## src/rtl/wwdg_pkg.sv

```systemverilog
package wwdg_pkg;

  typedef enum logic [1:0] {
    CAUSE_NONE   = 2'd0,
    CAUSE_SUPPLY = 2'd1,
    CAUSE_EARLY  = 2'd2,
    CAUSE_LATE   = 2'd3
  } cause_e;

  typedef enum logic [1:0] {
    ST_HOLD   = 2'd0,
    ST_DELAY  = 2'd1,
    ST_OPEN   = 2'd2,
    ST_BOUND  = 2'd3
  } state_e;

  typedef struct packed {
    logic cntClear;
    logic cntInc;
    logic cfgLoad;
  } strobes_t;

endpackage

```

## src/rtl/wwdg_datapath.sv

```systemverilog
module wwdg_datapath
  import wwdg_pkg::*;
#(
  parameter int CNT_W       = 16,
  parameter int SYNC_STAGES = 2
) (
  input  logic             clk,
  input  logic             rst_n,
  input  logic             supplyOkAsync,
  input  logic             kickAsync,
  input  logic [CNT_W-1:0] cfgResetDelay,
  input  logic [CNT_W-1:0] cfgLowerBound,
  input  logic [CNT_W-1:0] cfgUpperBound,
  input  strobes_t         strb,
  output logic             supplyOk,
  output logic             kickRise,
  output logic             delayDone,
  output logic             belowLower,
  output logic             atUpper
);

  localparam int EXT_W = CNT_W + 1;

  logic [SYNC_STAGES-1:0] supplySh;
  logic [SYNC_STAGES-1:0] kickSh;
  logic                   kickPrev;
  logic [CNT_W-1:0]       cnt;
  logic [CNT_W-1:0]       delayLat;
  logic [CNT_W-1:0]       lowerLat;
  logic [CNT_W-1:0]       upperLat;
  logic [EXT_W-1:0]       cntNext;

  // Synchronizer chains, one stage per generate iteration
  always_ff @(posedge clk or negedge rst_n) begin
    if (!rst_n) begin
      supplySh[0] <= 1'b0;
      kickSh[0]   <= 1'b0;
    end else begin
      supplySh[0] <= supplyOkAsync;
      kickSh[0]   <= kickAsync;
    end
  end

  for (genvar g = 1; g < SYNC_STAGES; g++) begin : g_sync
    always_ff @(posedge clk or negedge rst_n) begin
      if (!rst_n) begin
        supplySh[g] <= 1'b0;
        kickSh[g]   <= 1'b0;
      end else begin
        supplySh[g] <= supplySh[g-1];
        kickSh[g]   <= kickSh[g-1];
      end
    end
  end

  always_ff @(posedge clk or negedge rst_n) begin
    if (!rst_n) kickPrev <= 1'b0;
    else        kickPrev <= kickSh[SYNC_STAGES-1];
  end

  assign supplyOk = supplySh[SYNC_STAGES-1];
  assign kickRise = kickSh[SYNC_STAGES-1] & ~kickPrev;

  // Configuration capture, only on request of the control
  always_ff @(posedge clk or negedge rst_n) begin
    if (!rst_n) begin
      delayLat <= '0;
      lowerLat <= '0;
      upperLat <= '0;
    end else if (strb.cfgLoad) begin
      delayLat <= cfgResetDelay;
      lowerLat <= cfgLowerBound;
      upperLat <= cfgUpperBound;
    end
  end

  // Shared window / delay counter
  always_ff @(posedge clk or negedge rst_n) begin
    if (!rst_n)             cnt <= '0;
    else if (strb.cntClear) cnt <= '0;
    else if (strb.cntInc)   cnt <= cntNext[CNT_W-1:0];
  end

  assign cntNext    = {1'b0, cnt} + EXT_W'(1);
  assign delayDone  = cntNext >= {1'b0, delayLat};
  assign atUpper    = cntNext >= {1'b0, upperLat};
  assign belowLower = cnt < lowerLat;

  // captured bounds never move while the control is not loading them
  a_r8_cfg_frozen: assert property (@(posedge clk) disable iff (!rst_n)
    (!strb.cfgLoad && $past(!strb.cfgLoad)) |-> ($stable(upperLat) && $stable(lowerLat)))
    else $error("R8: configuration changed outside reset");

endmodule

```

## src/rtl/wwdg_control.sv

```systemverilog
module wwdg_control
  import wwdg_pkg::*;
(
  input  logic     clk,
  input  logic     rst_n,
  input  logic     supplyOk,
  input  logic     kickRise,
  input  logic     delayDone,
  input  logic     belowLower,
  input  logic     atUpper,
  output strobes_t strb,
  output logic     sysResetN,
  output cause_e   cause
);

  state_e state, stateNext;
  cause_e causeNext;

  always_comb begin
    stateNext = state;
    causeNext = cause;
    strb      = '0;
    unique case (state)
      ST_HOLD: begin
        strb.cfgLoad  = 1'b1;
        strb.cntClear = 1'b1;
        if (supplyOk) stateNext = ST_DELAY;
      end
      ST_DELAY: begin
        strb.cfgLoad = 1'b1;
        if (!supplyOk) begin
          stateNext     = ST_HOLD;
          causeNext     = CAUSE_SUPPLY;
          strb.cntClear = 1'b1;
        end else if (delayDone) begin
          stateNext     = ST_OPEN;
          causeNext     = CAUSE_NONE;
          strb.cntClear = 1'b1;
        end else begin
          strb.cntInc = 1'b1;
        end
      end
      ST_OPEN, ST_BOUND: begin
        if (!supplyOk) begin
          stateNext     = ST_HOLD;
          causeNext     = CAUSE_SUPPLY;
          strb.cntClear = 1'b1;
        end else if (kickRise) begin
          strb.cntClear = 1'b1;
          if (state == ST_BOUND && belowLower) begin
            stateNext = ST_DELAY;
            causeNext = CAUSE_EARLY;
          end else begin
            stateNext = ST_BOUND;
          end
        end else if (atUpper) begin
          stateNext     = ST_DELAY;
          causeNext     = CAUSE_LATE;
          strb.cntClear = 1'b1;
        end else begin
          strb.cntInc = 1'b1;
        end
      end
      default: stateNext = ST_HOLD;
    endcase
  end

  always_ff @(posedge clk or negedge rst_n) begin
    if (!rst_n) begin
      state <= ST_HOLD;
      cause <= CAUSE_NONE;
    end else begin
      state <= stateNext;
      cause <= causeNext;
    end
  end

  assign sysResetN = (state == ST_OPEN) || (state == ST_BOUND);

  // a bad supply always yields reset on the next cycle
  a_r1_supply_hold: assert property (@(posedge clk) disable iff (!rst_n)
    !supplyOk |=> !sysResetN)
    else $error("R1: reset released with supply bad");

  // the open window takes any kick
  a_r3_open_accepts: assert property (@(posedge clk) disable iff (!rst_n)
    (state == ST_OPEN && supplyOk && kickRise) |=> (sysResetN && state == ST_BOUND))
    else $error("R3: kick in open window not accepted");

  // early kick in a bounded window
  a_r5_early_fault: assert property (@(posedge clk) disable iff (!rst_n)
    (state == ST_BOUND && supplyOk && kickRise && belowLower)
      |=> (!sysResetN && cause == CAUSE_EARLY))
    else $error("R5: early kick missed");

  // timeout
  a_r6_late_fault: assert property (@(posedge clk) disable iff (!rst_n)
    (sysResetN && supplyOk && !kickRise && atUpper)
      |=> (!sysResetN && cause == CAUSE_LATE))
    else $error("R6: timeout missed");

  // release always clears the recorded cause
  a_r7_release_clear: assert property (@(posedge clk) disable iff (!rst_n)
    $rose(sysResetN) |-> (cause == CAUSE_NONE))
    else $error("R7: cause not cleared on release");

endmodule

```

## src/rtl/wwdg_supervisor.sv

```systemverilog
module wwdg_supervisor
  import wwdg_pkg::*;
#(
  parameter int CNT_W = 16
) (
  input  logic             clk,
  input  logic             rst_n,
  input  logic             supplyOkAsync,
  input  logic             kickAsync,
  input  logic [CNT_W-1:0] cfgResetDelay,
  input  logic [CNT_W-1:0] cfgLowerBound,
  input  logic [CNT_W-1:0] cfgUpperBound,
  output logic             sysResetN,
  output logic [1:0]       faultCause
);

  localparam int SYNC_STAGES = 2;

  strobes_t strb;
  logic     supplyOk;
  logic     kickRise;
  logic     delayDone;
  logic     belowLower;
  logic     atUpper;
  cause_e   cause;

  wwdg_datapath #(
    .CNT_W      (CNT_W),
    .SYNC_STAGES(SYNC_STAGES)
  ) i_datapath (
    .clk          (clk),
    .rst_n        (rst_n),
    .supplyOkAsync(supplyOkAsync),
    .kickAsync    (kickAsync),
    .cfgResetDelay(cfgResetDelay),
    .cfgLowerBound(cfgLowerBound),
    .cfgUpperBound(cfgUpperBound),
    .strb         (strb),
    .supplyOk     (supplyOk),
    .kickRise     (kickRise),
    .delayDone    (delayDone),
    .belowLower   (belowLower),
    .atUpper      (atUpper)
  );

  wwdg_control i_control (
    .clk       (clk),
    .rst_n     (rst_n),
    .supplyOk  (supplyOk),
    .kickRise  (kickRise),
    .delayDone (delayDone),
    .belowLower(belowLower),
    .atUpper   (atUpper),
    .strb      (strb),
    .sysResetN (sysResetN),
    .cause     (cause)
  );

  assign faultCause = cause;

endmodule

```

## config.mk

```make
export PLATFORM = sky130hd
export DESIGN_NAME = wwdg_supervisor
export DESIGN_NICKNAME = d
export VERILOG_FILES = /design/src/rtl/wwdg_pkg.sv /design/src/rtl/wwdg_datapath.sv /design/src/rtl/wwdg_control.sv /design/src/rtl/wwdg_supervisor.sv
export SDC_FILE = /design/constraint.sdc
export NUM_CORES = 1
export LEC_CHECK = 0
export BUFFER_PORTS_ARGS = -buffer_cell sky130_fd_sc_hd__buf_2
export CAP_MARGIN = 20
export CELL_PAD_IN_SITES_DETAIL_PLACEMENT = 0
export CELL_PAD_IN_SITES_GLOBAL_PLACEMENT = 2
export CORE_UTILIZATION = 30
export DETAILED_ROUTE_END_ITERATION = 10
export PLACE_DENSITY_LB_ADDON = 0.1
export SLEW_MARGIN = 20
export SYNTH_ARGS = -nofsm -noshare
export SYNTH_HDL_FRONTEND = slang
export SYNTH_HIERARCHICAL = 1
export SYNTH_SLANG_ARGS = --single-unit
```

## constraint.sdc

```tcl
create_clock -name clk -period 6.5 [get_ports clk]
set_input_delay 0.65 -clock clk [delete_from_list [all_inputs] [get_ports clk]]
set_output_delay 0.65 -clock clk [all_outputs]
set_load 0.1 [all_outputs]
```

== Yosys cells after proc, flatten, opt, wreduce, memory -nomap -nowiden ==
Cells that the tools add are included.
Word-level totals
  bits in registers: 73
  logic and storage cells: 63
  input port bits: 52
  output and inout bits: 3
Cells by class
  reductions and logical operators: 9
  add/subtract/negate cells: 1
  multiplexer cells: 30
  equality and inequality tests: 7
  order comparisons: 3
  bitwise logic cells: 2
Operators by type and width (number)
  $ge A17 B16 Y1: 2
  $mux W16: 2
  $mux W2: 13
  $add A16 B1 Y17 const B: 1
  $lt A16 B16 Y1: 1
  $mux W1: 11
  $pmux W2 S3: 1
  $eq A2 B2 Y1 const B: 2
  $ne A4 B3 Y1 const B: 1
  $ne A4 B4 Y1 const B: 1
  $pmux W2 S2: 1
  $reduce_and A4 Y1: 1
  $reduce_bool A2 Y1: 2
  $reduce_or A2 Y1: 2
  $ne A3 B3 Y1 const B: 1
  $pmux W1 S3: 1
  $reduce_and A3 Y1: 1
  $eq A2 B1 Y1 const B: 1
  $logic_not A2 Y1: 1
  $ne A2 B2 Y1 const B: 1
  $pmux W1 S2: 1
  $and A1 B1 Y1: 1
  $logic_and A1 B1 Y1: 1
  $logic_or A1 B1 Y1: 1
  $not A1 Y1: 1

== Logic depth before layout (Yosys ltp) ==
Gate-level depths: netlist (run 1).
  word-level depth: 8
  gate-level depth with buffers: 19
  gate-level depth less buffers: 16

== By module ==
The synthesis (run 1) kept the hierarchy.
Modules (own cells, without submodules)
  wwdg_datapath: times used 1, cells an instance 422, seq. area each 1726.7 um^2, area an instance 3936.3 um^2
  wwdg_control: times used 1, cells an instance 28, seq. area each 100.1 um^2, area an instance 251.5 um^2

== Worst setup path before layout (run 1) ==
OpenSTA, ideal clock, no wires.
  path type: register -> register
  start point: register i_datapath.cnt[0]
  end point: register i_datapath.cnt[11]
  setup time: 0.132 ns
  data required time: 6.368 ns
  buffers on the path: 2
  cell stages (with the launch flop): 19
  clock period less this slack: 3.932 ns
  data arrival time: 3.800 ns
  path slack: 2.568 ns
  cell sequence: dfrtp_1 > ha_1 > nand3_2 > nor3_4 > and3_1 > xor2_1 > ha_1 > a211o_1 > o211ai_1 > a21oi_1 > o31ai_1 > nand4b_1 > nor3b_1 > o21a_1 > clkbuf_1 > clkbuf_1 > nand3_1 > xor2_1 > nor2_1
RTL lines
  start: declaration: RTL line wwdg_datapath.sv:27  | logic [CNT_W-1:0] cnt;
  start signal: assignment: RTL line wwdg_datapath.sv:81  | else if (strb.cntInc) cnt <= cntNext[CNT_W-1:0];

==> flow_summary_export.csv, run 1 <==
group,metric,value,unit
cts,clock_latency,0.34,ns
grt,track_usage,14.99,%
sta,fmax,221.0,MHz
worst_setup_path,worstSetupEndpointType,"register",
grt,grt_pass1_wl,16.57,mm
floorplan,pin_count,55,
routing,vias,3143,
routing,first_pass_iters,4,
yosys,synth_area,0.004188,mm²
yosys,seq_area_frac_synth,43.62,%
sta,hold_viol,0,
worst_setup_path,r2r_slack,1.97,ns
cts,root_buffer,"clkbuf_16",
cts,cts_buffers,9,
yosys,synthCells,450,
routing,viasPerCell,4.609,
grt,grt_pass1_vias,3341,
grt,antenna_found_initial,0,
yosys,ys_ff_latch,73,
layout,utilization,37.20,%
cts,cts.sinks,73,
layout,nNetsFinal,601,
worst_setup_path,worstPathMaxFanout,16,
grt,grt.met2_usage,23.92,%
routing,postRouteAntennaNets,0,
cts,path_clk_slew,0.06,ns
floorplan,coreArea,0.01345,mm²
outcome,outcome,"completed",
sta,fin_tns_setup,0,ns
floorplan,die_w,120.2,µm
yosys,yosys-top-cells-area,"dfrtp_1 (44%), ha_1 (14%), o21ai_0 (6.1%)",
layout,diodes,0,
yosys,avgSynthCellArea,9.306,µm²
yosys,synth-edff-count,0,
layout,layout_commonest_cell,"dfrtp_1",
floorplan,dieArea,0.01444,mm²
sta,drv_slew,0,
grt,grt_util_met1,19.49,%
cts,postCtsResizedCells,0,
routing,wl_per_cell,14.00,µm
sta,worst_pin_slew,0.8244,ns
place,gp_congestion,0.7712,
pwr,peakVddDrop,0.09720,mV
sta,skew,0.006445,ns
cts,postCtsSetupBuffers,0,
yosys,synth_top_area_share,43.62,%
worst_setup_path,cp.arrival,4.75,ns
pwr,p_leak,2.616,nW
floorplan,placement_rows,42,
routing,drt-initial-drc-count,140,
cts,clockBufferDepth,2,
cts,htreeDepth,3,
sta,min_period,4.526,ns
sta,fin_crit_sh,69.63,%
floorplan,start_util,31.13,%
place,placed_cells,665,
worst_setup_path,worstSetupPathType,"register to register",
sta,rsz0062_at_grt,"false",
min_path,hp-class,"input port to async pin",
place,post-dp-hpwl,6.819,mm
grt,busiest_layer,"met2",
layout,drive_gt1_share,16.60,%
yosys,synth_nets,550,
grt,gr-usage-met3,2.947,%
yosys,synthArstFlopShare,100.0,%
routing,wirelength,9.547,mm
grt,overflow,0,
routing,drc_errors,0,
sta,max_slew_margin,45.04,%
cts,hold_buffers,0,
yosys,synth_ff_type,"dfrtp_1",
grt,grt_max_degree,98,
pwr,powerDensity,229.2,mW/mm²
layout,syn_to_final_growth,19.51,%
yosys,yosysTopAreaCell,"dfrtp_1",
cts,cts_tree,"done",
flow_run,drv_cap,0,
worst_setup_path,crit_path_start_kind,"register",
worst_setup_path,critPathRequiredTime,6.73,ns
floorplan,die_y,120.2,µm
sta,setup_viol,0,
yosys,yosysWarningCount,6,
yosys,synth_cell_types,50,
layout,fin_cells,682,
place,portBuffers,54,
layout,final_cell_mix,"dfrtp_1 (73), nand2_1 (63), buf_2 (54), o21ai_0 (51)",
flip-flops by register name, indices dropped and copies added (netlist names):
name and flops:
i_datapath/cnt 16, i_datapath/delayLat 16, i_datapath/lowerLat 16, i_datapath/upperLat 16, i_control/cause 2, i_control/state 2, i_datapath/kickSh 2, i_datapath/kickPrev 1
i_datapath/supplyOk 1, i_datapath/supplySh 1
through the flow:
step	hold WS [ns]	cell area [µm²]	power (W)	setup WS (ns)
2_1_floorplan	0.3312	4188	0.0005224	2.568
3_3_place_gp	0.3395	4622	0.0005597	1.974
3_5_place_dp	0.3358	4622	0.0005618	1.920
4_1_cts	0.3495	4977	0.001170	1.902
5_1_grt	0.3562	5005	0.001202	1.395
6_report	0.3304	5005	0.001147	1.974
path summary, 6_finish.rpt:
path,from,end,cells past startpoint
worst max-delay path,i_datapath/cnt[0]$_DFFE_PN0P_,i_datapath/cnt[12]$_DFFE_PN0P_,16
worst min-delay path,rst_n,i_datapath/delayLat[9]$_DFFE_PN0P_,2
worst max register to register,i_datapath/cnt[0]$_DFFE_PN0P_,i_datapath/cnt[12]$_DFFE_PN0P_,16
worst min register to register,i_datapath/supplySh[0]$_DFF_PN0_,i_datapath/supplyOk$_DFF_PN0_,0
max in group asynchronous,rst_n,i_datapath/lowerLat[4]$_DFFE_PN0P_,3
min in group clk,i_datapath/supplySh[0]$_DFF_PN0_,i_datapath/supplyOk$_DFF_PN0_,0
Yosys cell counts, types with 2 or more instances:
cell / instances
nand4_1: 12
nand2b_1: 3
nand2_1: 63
mux2_2: 3
a21o_1: 4
ha_1: 48
buf_2: 2
a211oi_1: 2
o21ai_1: 3
nor3_1: 2
nor2_1: 26
xnor2_1: 12
xor2_1: 17
mux2i_1: 2
nor2b_1: 2
a21oi_1: 13
nand3_1: 14
clkbuf_1: 13
o21a_1: 5
inv_1: 48
o21ai_0: 51
and3_1: 4
dfrtp_1: 73
a211o_1: 2
worst max-delay path, cell delays in order, from the launching register on:
cell and delay, ns:
dfrtp_1 0.50, ha_1 0.29, nand3_2 0.16, nor3_4 0.39, and3_1 0.22, xor2_1 0.25, ha_1 0.30, a211o_1 0.26
o211ai_1 0.09, a21oi_1 0.10, o31ai_1 0.24, nand4b_1 0.30, nor3b_1 0.33, o21a_1 0.56, nand4_1 0.19, xor2_1 0.17
nor2_1 0.05
per-layer routing:
metal  up-vias  share of wire [%]
met5         -                  0
met4         0                2.0
met3        11                2.6
met2        37                 47
met1      1475                 49
li1       1620                  -
cell families (layout without fill, tap and decap cells):
kind of cell               Yosys count  count (layout)  synth area share, %
adders and majority gates           48              48                14.34
buffers and inverters               68             124                6.424
muxes                                5               5                1.285
xor gates and xnor gates            29              29                6.065
AOI/OAI and AO/OA                   90              90                12.43
and+or+nand+nor                    137             137                15.84
DFF                                 73              73                43.62
power breakdown:
part	leakage, nW	internal (W)	switching [W]
registers	0.889	0.000472	0.00000613
logic	1.55	0.0000320	0.0000433
clock network	0.173	0.000397	0.000197
total	2.62	0.000900	0.000247
layout make-up:
type	count	area (µm²)
Inverter	50	190.2
Tap cell	176	220.2
Clock buffer	12	256.5
Fill cell	1428	8448
Clock inverter	4	98.84
Sequential cell	73	1827
Timing Repair Buffer	58	320.3
Multi-Input combinational cell	309	2092
No activity file was read; power rests on OpenSTA's default activity.
==> run 2: changes to the inputs <==
==> constraint.sdc (replaced) <==
create_clock -name clk -period 3.9 [get_ports clk]
set_input_delay 0.39 -clock clk [delete_from_list [all_inputs] [get_ports clk]]
set_output_delay 0.39 -clock clk [all_outputs]
set_load 0.1 [all_outputs]
==> run 2 against run 1 <==
  * Clock-buffer cell count grew 1
  * Highest routed layer unchanged
  * Total power up 60%
  * Hold slack worse by 0.20 ns
  * Maximum frequency grew 24%
  * Global-route usage fell by 0.30 points
  * Critical endpoint is now i_datapath/cnt[15]$_DFFE_PN0P_
==> flow_summary_export.csv, run 2 (same netlist as run 1, synthesis figures left out) <==
group,metric,value,unit
worst_setup_path,worstSetupEndpointType,"register",
place,gp_congestion,0.7846,
pwr,intPower,0.001449,W
routing,viasPerCell,4.565,
grt,overflow,0,
pwr,peakVddDrop,0.2123,mV
routing,drc_errors,0,
pwr,p_leak,2.671,nW
layout,final_cell_mix,"dfrtp_1 (72), nand2_1 (63), buf_2 (54), o21ai_0 (51)",
worst_setup_path,worstSetupPathType,"register to register",
worst_setup_path,critPathRequiredTime,4.13,ns
layout,syn_to_final_growth,21.60,%
pwr,power.switching,0.0003874,W
cts,hold_buffers,0,
routing,highest_layer,"met4",
layout,stdcell_area,0.005092,mm²
min_path,hp-class,"input port to async pin",
grt,track_usage,14.68,%
layout,drive_gt1_share,19.19,%
worst_setup_path,cp.arrival,3.88,ns
routing,first_pass_iters,4,
layout,nNetsFinal,612,
worst_setup_path,r2r_start,"i_datapath/cnt[1]$_DFFE_PN0P_",
grt,grt_max_degree,60,
sta,max_slew_margin,47.98,%
place,portBuffers,54,
outcome,outcome,"completed",
sta,skew,0.007604,ns
floorplan,die_w,120.2,µm
pwr,clkPwrFrac,49.8,%
sta,drv_slew,0,
grt,grt_pass1_vias,3221,
floorplan,pin_count,55,
routing,wl_per_cell,13.63,µm
floorplan,placement_rows,42,
routing,met3_length,381,µm
sta,layout_setup_ws,0.2450,ns
grt,antenna_found_initial,0,
layout,final-seq-area,0.001828,mm²
cts,clock_latency,0.34,ns
flow_run,drv_cap,0,
sta,fin_tns_setup,0,ns
place,pre_cts_ws,0.07927,ns
worst_setup_path,crit_path_start_kind,"register",
floorplan,coreArea,0.01345,mm²
floorplan,dieArea,0.01444,mm²
layout,layout_commonest_cell,"dfrtp_1",
floorplan,start_util,31.13,%
pwr,switching_share,21.10,%
cts,clockBufferDepth,2,
sta,fin_crit_sh,93.72,%
sta,min_period,3.655,ns
cts,path_clk_slew,0.06,ns
cts,root_buffer,"clkbuf_16",
routing,vias,3159,
routing,wl_met1,4.414,mm
place,post-dp-hpwl,7.119,mm
pwr,share_comb_of_total_power,6.8,%
sta,fmax,273.6,MHz
cts,cts_buffers,9,
place,place_area,0.004730,mm²
worst_setup_path,crit_path_start,"i_datapath/cnt[1]$_DFFE_PN0P_",
layout,multiInputGateArea,0.002116,mm²
layout,diodes,0,
worst_setup_path,worstPathMaxFanout,16,
cts,cts_tree,"done",
sta,worst_pin_slew,0.7804,ns
sta,timing.hold.ws,0.1258,ns
routing,dr_wl_met2,4.529,mm
pwr,powerDensity,360.5,mW/mm²
cts,htreeDepth,3,
pwr,pwr-share-seq,43.3,%
routing,drt-initial-drc-count,141,
routing,postRouteAntennaNets,0,
layout,n_fill_cell,1434,
sta,hold_viol,0,
floorplan,die_y,120.2,µm
sta,setup_viol,0,
cts,cts.sinks,73,
grt,grt_pass1_wl,16.08,mm
routing,wirelength,9.435,mm
-- run 2: stage by stage --
stage	total power [W]	util, %	instances
2_1_floorplan	0.0008708	-	450
3_3_place_gp	0.0009362	35.16	676
3_5_place_dp	0.0009387	35.16	676
4_1_cts	0.001879	37.61	691
5_1_grt	0.001929	37.85	692
6_report	0.001836	37.85	692
-- run 2: worst max-delay path, cell delays in order (launching register included) --
cell	delay, ns
dfrtp_2	0.41
ha_1	0.19
nand3_2	0.12
nor3_4	0.23
and3_1	0.23
xor2_2	0.21
ha_1	0.28
a211o_1	0.26
o211ai_1	0.09
a21oi_1	0.11
o31ai_1	0.24
nand4b_1	0.24
nor3b_2	0.25
o21a_1	0.18
buf_12	0.15
nand4_1	0.11
xor2_1	0.16
nor2_1	0.05
-- run 2: power groups by stage --
stage               clock [W]  sequential, W  combinational (W)
floorplan                   0       0.000808          0.0000632
global placement            0       0.000810           0.000127
detailed placement          0       0.000810           0.000129
CTS                  0.000953       0.000796           0.000130
global route         0.000982       0.000799           0.000148
finish               0.000915       0.000796           0.000125
-- run 2: area by class of cell --
class | count | share of cell area (%)
Inverter | 50 | 3.735
Clock inverter | 2 | 1.179
Clock buffer | 13 | 5.307
Tap cell | 176 | 4.324
Sequential cell | 73 | 35.90
Timing Repair Buffer | 69 | 8.010
Multi-Input combinational cell | 309 | 41.55
-- run 2: worst paths after layout --
| check | cells after the start | endpoint | slack [ns] |
|---|---|---|---|
| max | 17 | i_datapath/cnt[15]$_DFFE_PN0P_ | 0.25 |
| max reg2reg | 17 | i_datapath/cnt[15]$_DFFE_PN0P_ | 0.25 |
| min | 1 | i_datapath/delayLat[12]$_DFFE_PN0P_ | 0.13 |
| max in group asynchronous | 2 | i_datapath/cnt[2]$_DFFE_PN0P_ | 2.76 |
| min reg2reg | 0 | i_datapath/supplyOk$_DFF_PN0_ | 0.34 |
| min in group clk | 1 | i_datapath/kickSh[0]$_DFF_PN0_ | 0.16 |
-- run 2: what timing repair did --
action,4_1_cts,5_1_grt
buffers inserted,0,1
resized for setup,0,6
setup endpoints to repair,0,16
-- run 2: routing by layer --
metal,track usage [%],vias to the layer above
met5,0,-
met4,4.219,0
met3,4.895,8
met2,23.92,41
met1,18.36,1469
li1,-,1641
==> run 3: changes to the inputs <==
--- a/config.mk
+++ b/config.mk
@@ -5,11 +5,12 @@
 export SDC_FILE = /design/constraint.sdc
 export NUM_CORES = 1
 export LEC_CHECK = 0
+export ABC_AREA = 1
 export BUFFER_PORTS_ARGS = -buffer_cell sky130_fd_sc_hd__buf_2
 export CAP_MARGIN = 20
 export CELL_PAD_IN_SITES_DETAIL_PLACEMENT = 0
 export CELL_PAD_IN_SITES_GLOBAL_PLACEMENT = 2
-export CORE_UTILIZATION = 30
+export CORE_UTILIZATION = 31
 export DETAILED_ROUTE_END_ITERATION = 10
 export PLACE_DENSITY_LB_ADDON = 0.1
 export SLEW_MARGIN = 20
==> run 3 against run 2 <==
  * Total power grew 8.9%
  * Critical endpoint is now i_datapath/cnt[4]$_DFFE_PN0P_
  * Synthesized cell count grew 20%
  * Sequential cell count is the same
  * Critical path type unchanged
==> flow_summary_export.csv, run 3 <==
group,metric,value,unit
worst_setup_path,crit_path_start_kind,"register",
yosys,synth_cell_types,35,
routing,wirelength,10.31,mm
routing,wl_per_cell,13.15,µm
place,post-dp-hpwl,8.102,mm
layout,stdcell_area,0.005152,mm²
routing,viasPerCell,4.519,
cts,clock_latency,0.34,ns
yosys,synth-compound-area-share,11.26,%
yosys,yosysTopAreaCell,"dfrtp_1",
sta,fin_tns_setup,0,ns
floorplan,start_util,31.65,%
layout,nNetsFinal,700,
yosys,yosys.cell_count.top_type,"nand2_1",
sta,fmax,292.0,MHz
layout,final_cell_mix,"nand2_1 (139), inv_1 (89), dfrtp_1 (73), o21ai_0 (58), buf_2 (53)",
floorplan,dieArea,0.01460,mm²
floorplan,die_y,120.8,µm
cts,root_buffer,"clkbuf_16",
floorplan,coreArea,0.01383,mm²
worst_setup_path,worstSetupPathType,"register to register",
layout,n_fill_cell,1460,
grt,grt_max_degree,62,
layout,layout_commonest_cell,"nand2_1",
min_path,hp-class,"input port to async pin",
flow_run,drv_cap,0,
pwr,p_leak,2.948,nW
cts,path_clk_slew,0.06,ns
layout,syn_to_final_growth,17.72,%
yosys,synth-edff-count,0,
cts,htreeDepth,3,
layout,diodes,0,
worst_setup_path,worstPathMaxFanout,10,
routing,postRouteAntennaNets,0,
sta,setup_viol,0,
grt,antenna_found_initial,0,
pwr,peakVddDrop,0.1687,mV
worst_setup_path,critPathRequiredTime,4.16,ns
yosys,synth_nets,639,
pwr,powerDensity,388.1,mW/mm²
yosys,synthArstFlopShare,100.0,%
worst_setup_path,r2r_cells,20,
yosys,muxShareOfSynthArea,0.5146,%
layout,fin_cells,784,
place,placed_cells,769,
cts,cts_buffers,9,
routing,met3_length,354,µm
cts,cts_tree,"done",
worst_setup_path,cp.arrival,3.68,ns
yosys,avgSynthCellArea,8.120,µm²
sta,max_slew_margin,59.42,%
grt,grt_pass1_vias,3433,
floorplan,die_w,120.8,µm
grt,overflow,0,
cts,postCtsSetupBuffers,0,
grt,grt_pass1_wl,17.26,mm
cts,cts.sinks,73,
routing,vias,3543,
pwr,total_power,0.002000,W
floorplan,placement_rows,43,
floorplan,pin_count,55,
sta,hold_viol,0,
yosys,synth_top_area_share,41.74,%
sta,min_period,3.424,ns
yosys,synthCells,539,
yosys,synth_area,0.004377,mm²
sta,rsz0062_at_grt,"false",
place,portBuffers,54,
place,place_area,0.004882,mm²
layout,utilization,37.26,%
cts,hold_buffers,0,
place,gp_congestion,0.7942,
yosys,seq_area_frac_synth,41.74,%
sta,fin_crit_sh,87.80,%
routing,wl_met1,4.971,mm
worst_setup_path,worstSetupEndpointType,"register",
layout,drive_gt1_share,17.22,%
sta,drv_slew,0,
yosys,synth_commonest_cells,"nand2_1 (139), inv_1 (89), dfrtp_1 (73)",
routing,drc_errors,0,
yosys,synth_top_family_by_area,"simple AND/OR/NAND/NOR gates",
yosys,yosys-top-cells-area,"dfrtp_1 (42%), ha_1 (14%), nand2_1 (12%)",
yosys,synth_xor_area_share,1.601,%
grt,track_usage,15.72,%
routing,dr_wl_met2,4.771,mm
routing,drt-initial-drc-count,125,
sta,skew,0.004543,ns
yosys,yosysWarningCount,6,
routing,first_pass_iters,4,
yosys,synth-simple-area-share,22.13,%
yosys,synth_ff_type,"dfrtp_1",
yosys,ys_ff_latch,73,
routing,highest_layer,"met4",
cts,postCtsResizedCells,0,
cts,clockBufferDepth,2,
yosys,synth_fa_ha_area_share,13.72,%
outcome,outcome,"completed",
sta,worst_pin_slew,0.6087,ns
## run 3: cell types whose count changed after synthesis, sizes merged, moves of 4 or more
cell,change
nand3,+4
nand4,-4
clkbuf,-7
xnor2,-11
o22ai,+4
a21oi,+7
inv,+43
xor2,-10
nand2,+84
and3,-4
o21ai,+9
## run 3: cells by family (layout without fill, tap and decap cells)
kind of cell	Yosys count	count (layout)
compound gates	93	93
xor+xnor	8	8
fa+ha+maj	48	48
buf+inv	105	170
flops	73	73
mux	2	2
simple gates	210	210
## run 3: path summary, 6_finish.rpt
| path | startpoint | to | slack, ns |
|---|---|---|---|
| min | rst_n | i_datapath/delayLat[6]$_DFFE_PN0P_ | 0.06 |
| max | i_datapath/cnt[1]$_DFFE_PN0P_ | i_datapath/cnt[4]$_DFFE_PN0P_ | 0.48 |
| min reg2reg | i_datapath/kickSh[0]$_DFF_PN0_ | i_datapath/kickSh[1]$_DFF_PN0_ | 0.35 |
| min in group clk | kickAsync | i_datapath/kickSh[0]$_DFF_PN0_ | 0.15 |
| max in group asynchronous | rst_n | i_control/state[1]$_DFFE_PN0P_ | 3.02 |
| max reg2reg | i_datapath/cnt[1]$_DFFE_PN0P_ | i_datapath/cnt[4]$_DFFE_PN0P_ | 0.48 |
## run 3: through the flow
step	hold WS (ns)	setup WS (ns)
floorplan	0.09441	0.8073
global placement	0.3325	0.3707
detailed placement	0.3347	0.3228
CTS	0.1364	0.2956
global route	0.1094	0.01897
finish	0.05893	0.4758
## run 3: worst max-delay path: stages, from the launching register on
cell	delay, ns
dfrtp_1	0.41
ha_1	0.25
nand3_4	0.14
nor2_8	0.20
nand2_2	0.06
xor2_1	0.27
inv_1	0.12
ha_1	0.30
a21oi_1	0.14
o21ai_0	0.09
nand2_1	0.07
nand2_1	0.04
nor2_1	0.08
nand3_1	0.14
nor2_2	0.15
nand2_2	0.10
o21ai_2	0.10
inv_1	0.12
nor2_4	0.15
clkinvlp_4	0.21
o21ai_0	0.20
## run 3: layout make-up
type | count | area (µm²) | share of cell area (%)
repair buffers | 61 | 325.3 | 6.314
clock buffers | 12 | 246.5 | 4.784
well taps | 180 | 225.2 | 4.371
clock inverters | 3 | 17.52 | 0.3400
flip-flops and latches | 73 | 1827 | 35.45
multi-input cells | 361 | 2155 | 41.82
inverters | 94 | 356.6 | 6.921
## run 3: layer usage
metal  up-vias  track usage (%)
li1       1841                -
met4         0            6.404
met1      1635            20.69
met5         -                0
met2        52            24.61
met3        15            3.774
## run 3: power by group
part | leakage (nW) | internal [W] | switching [W]
sequential | 0.897 | 0.000833 | 0.0000246
clock | 0.128 | 0.000442 | 0.000317
combinational | 1.92 | 0.000114 | 0.000268
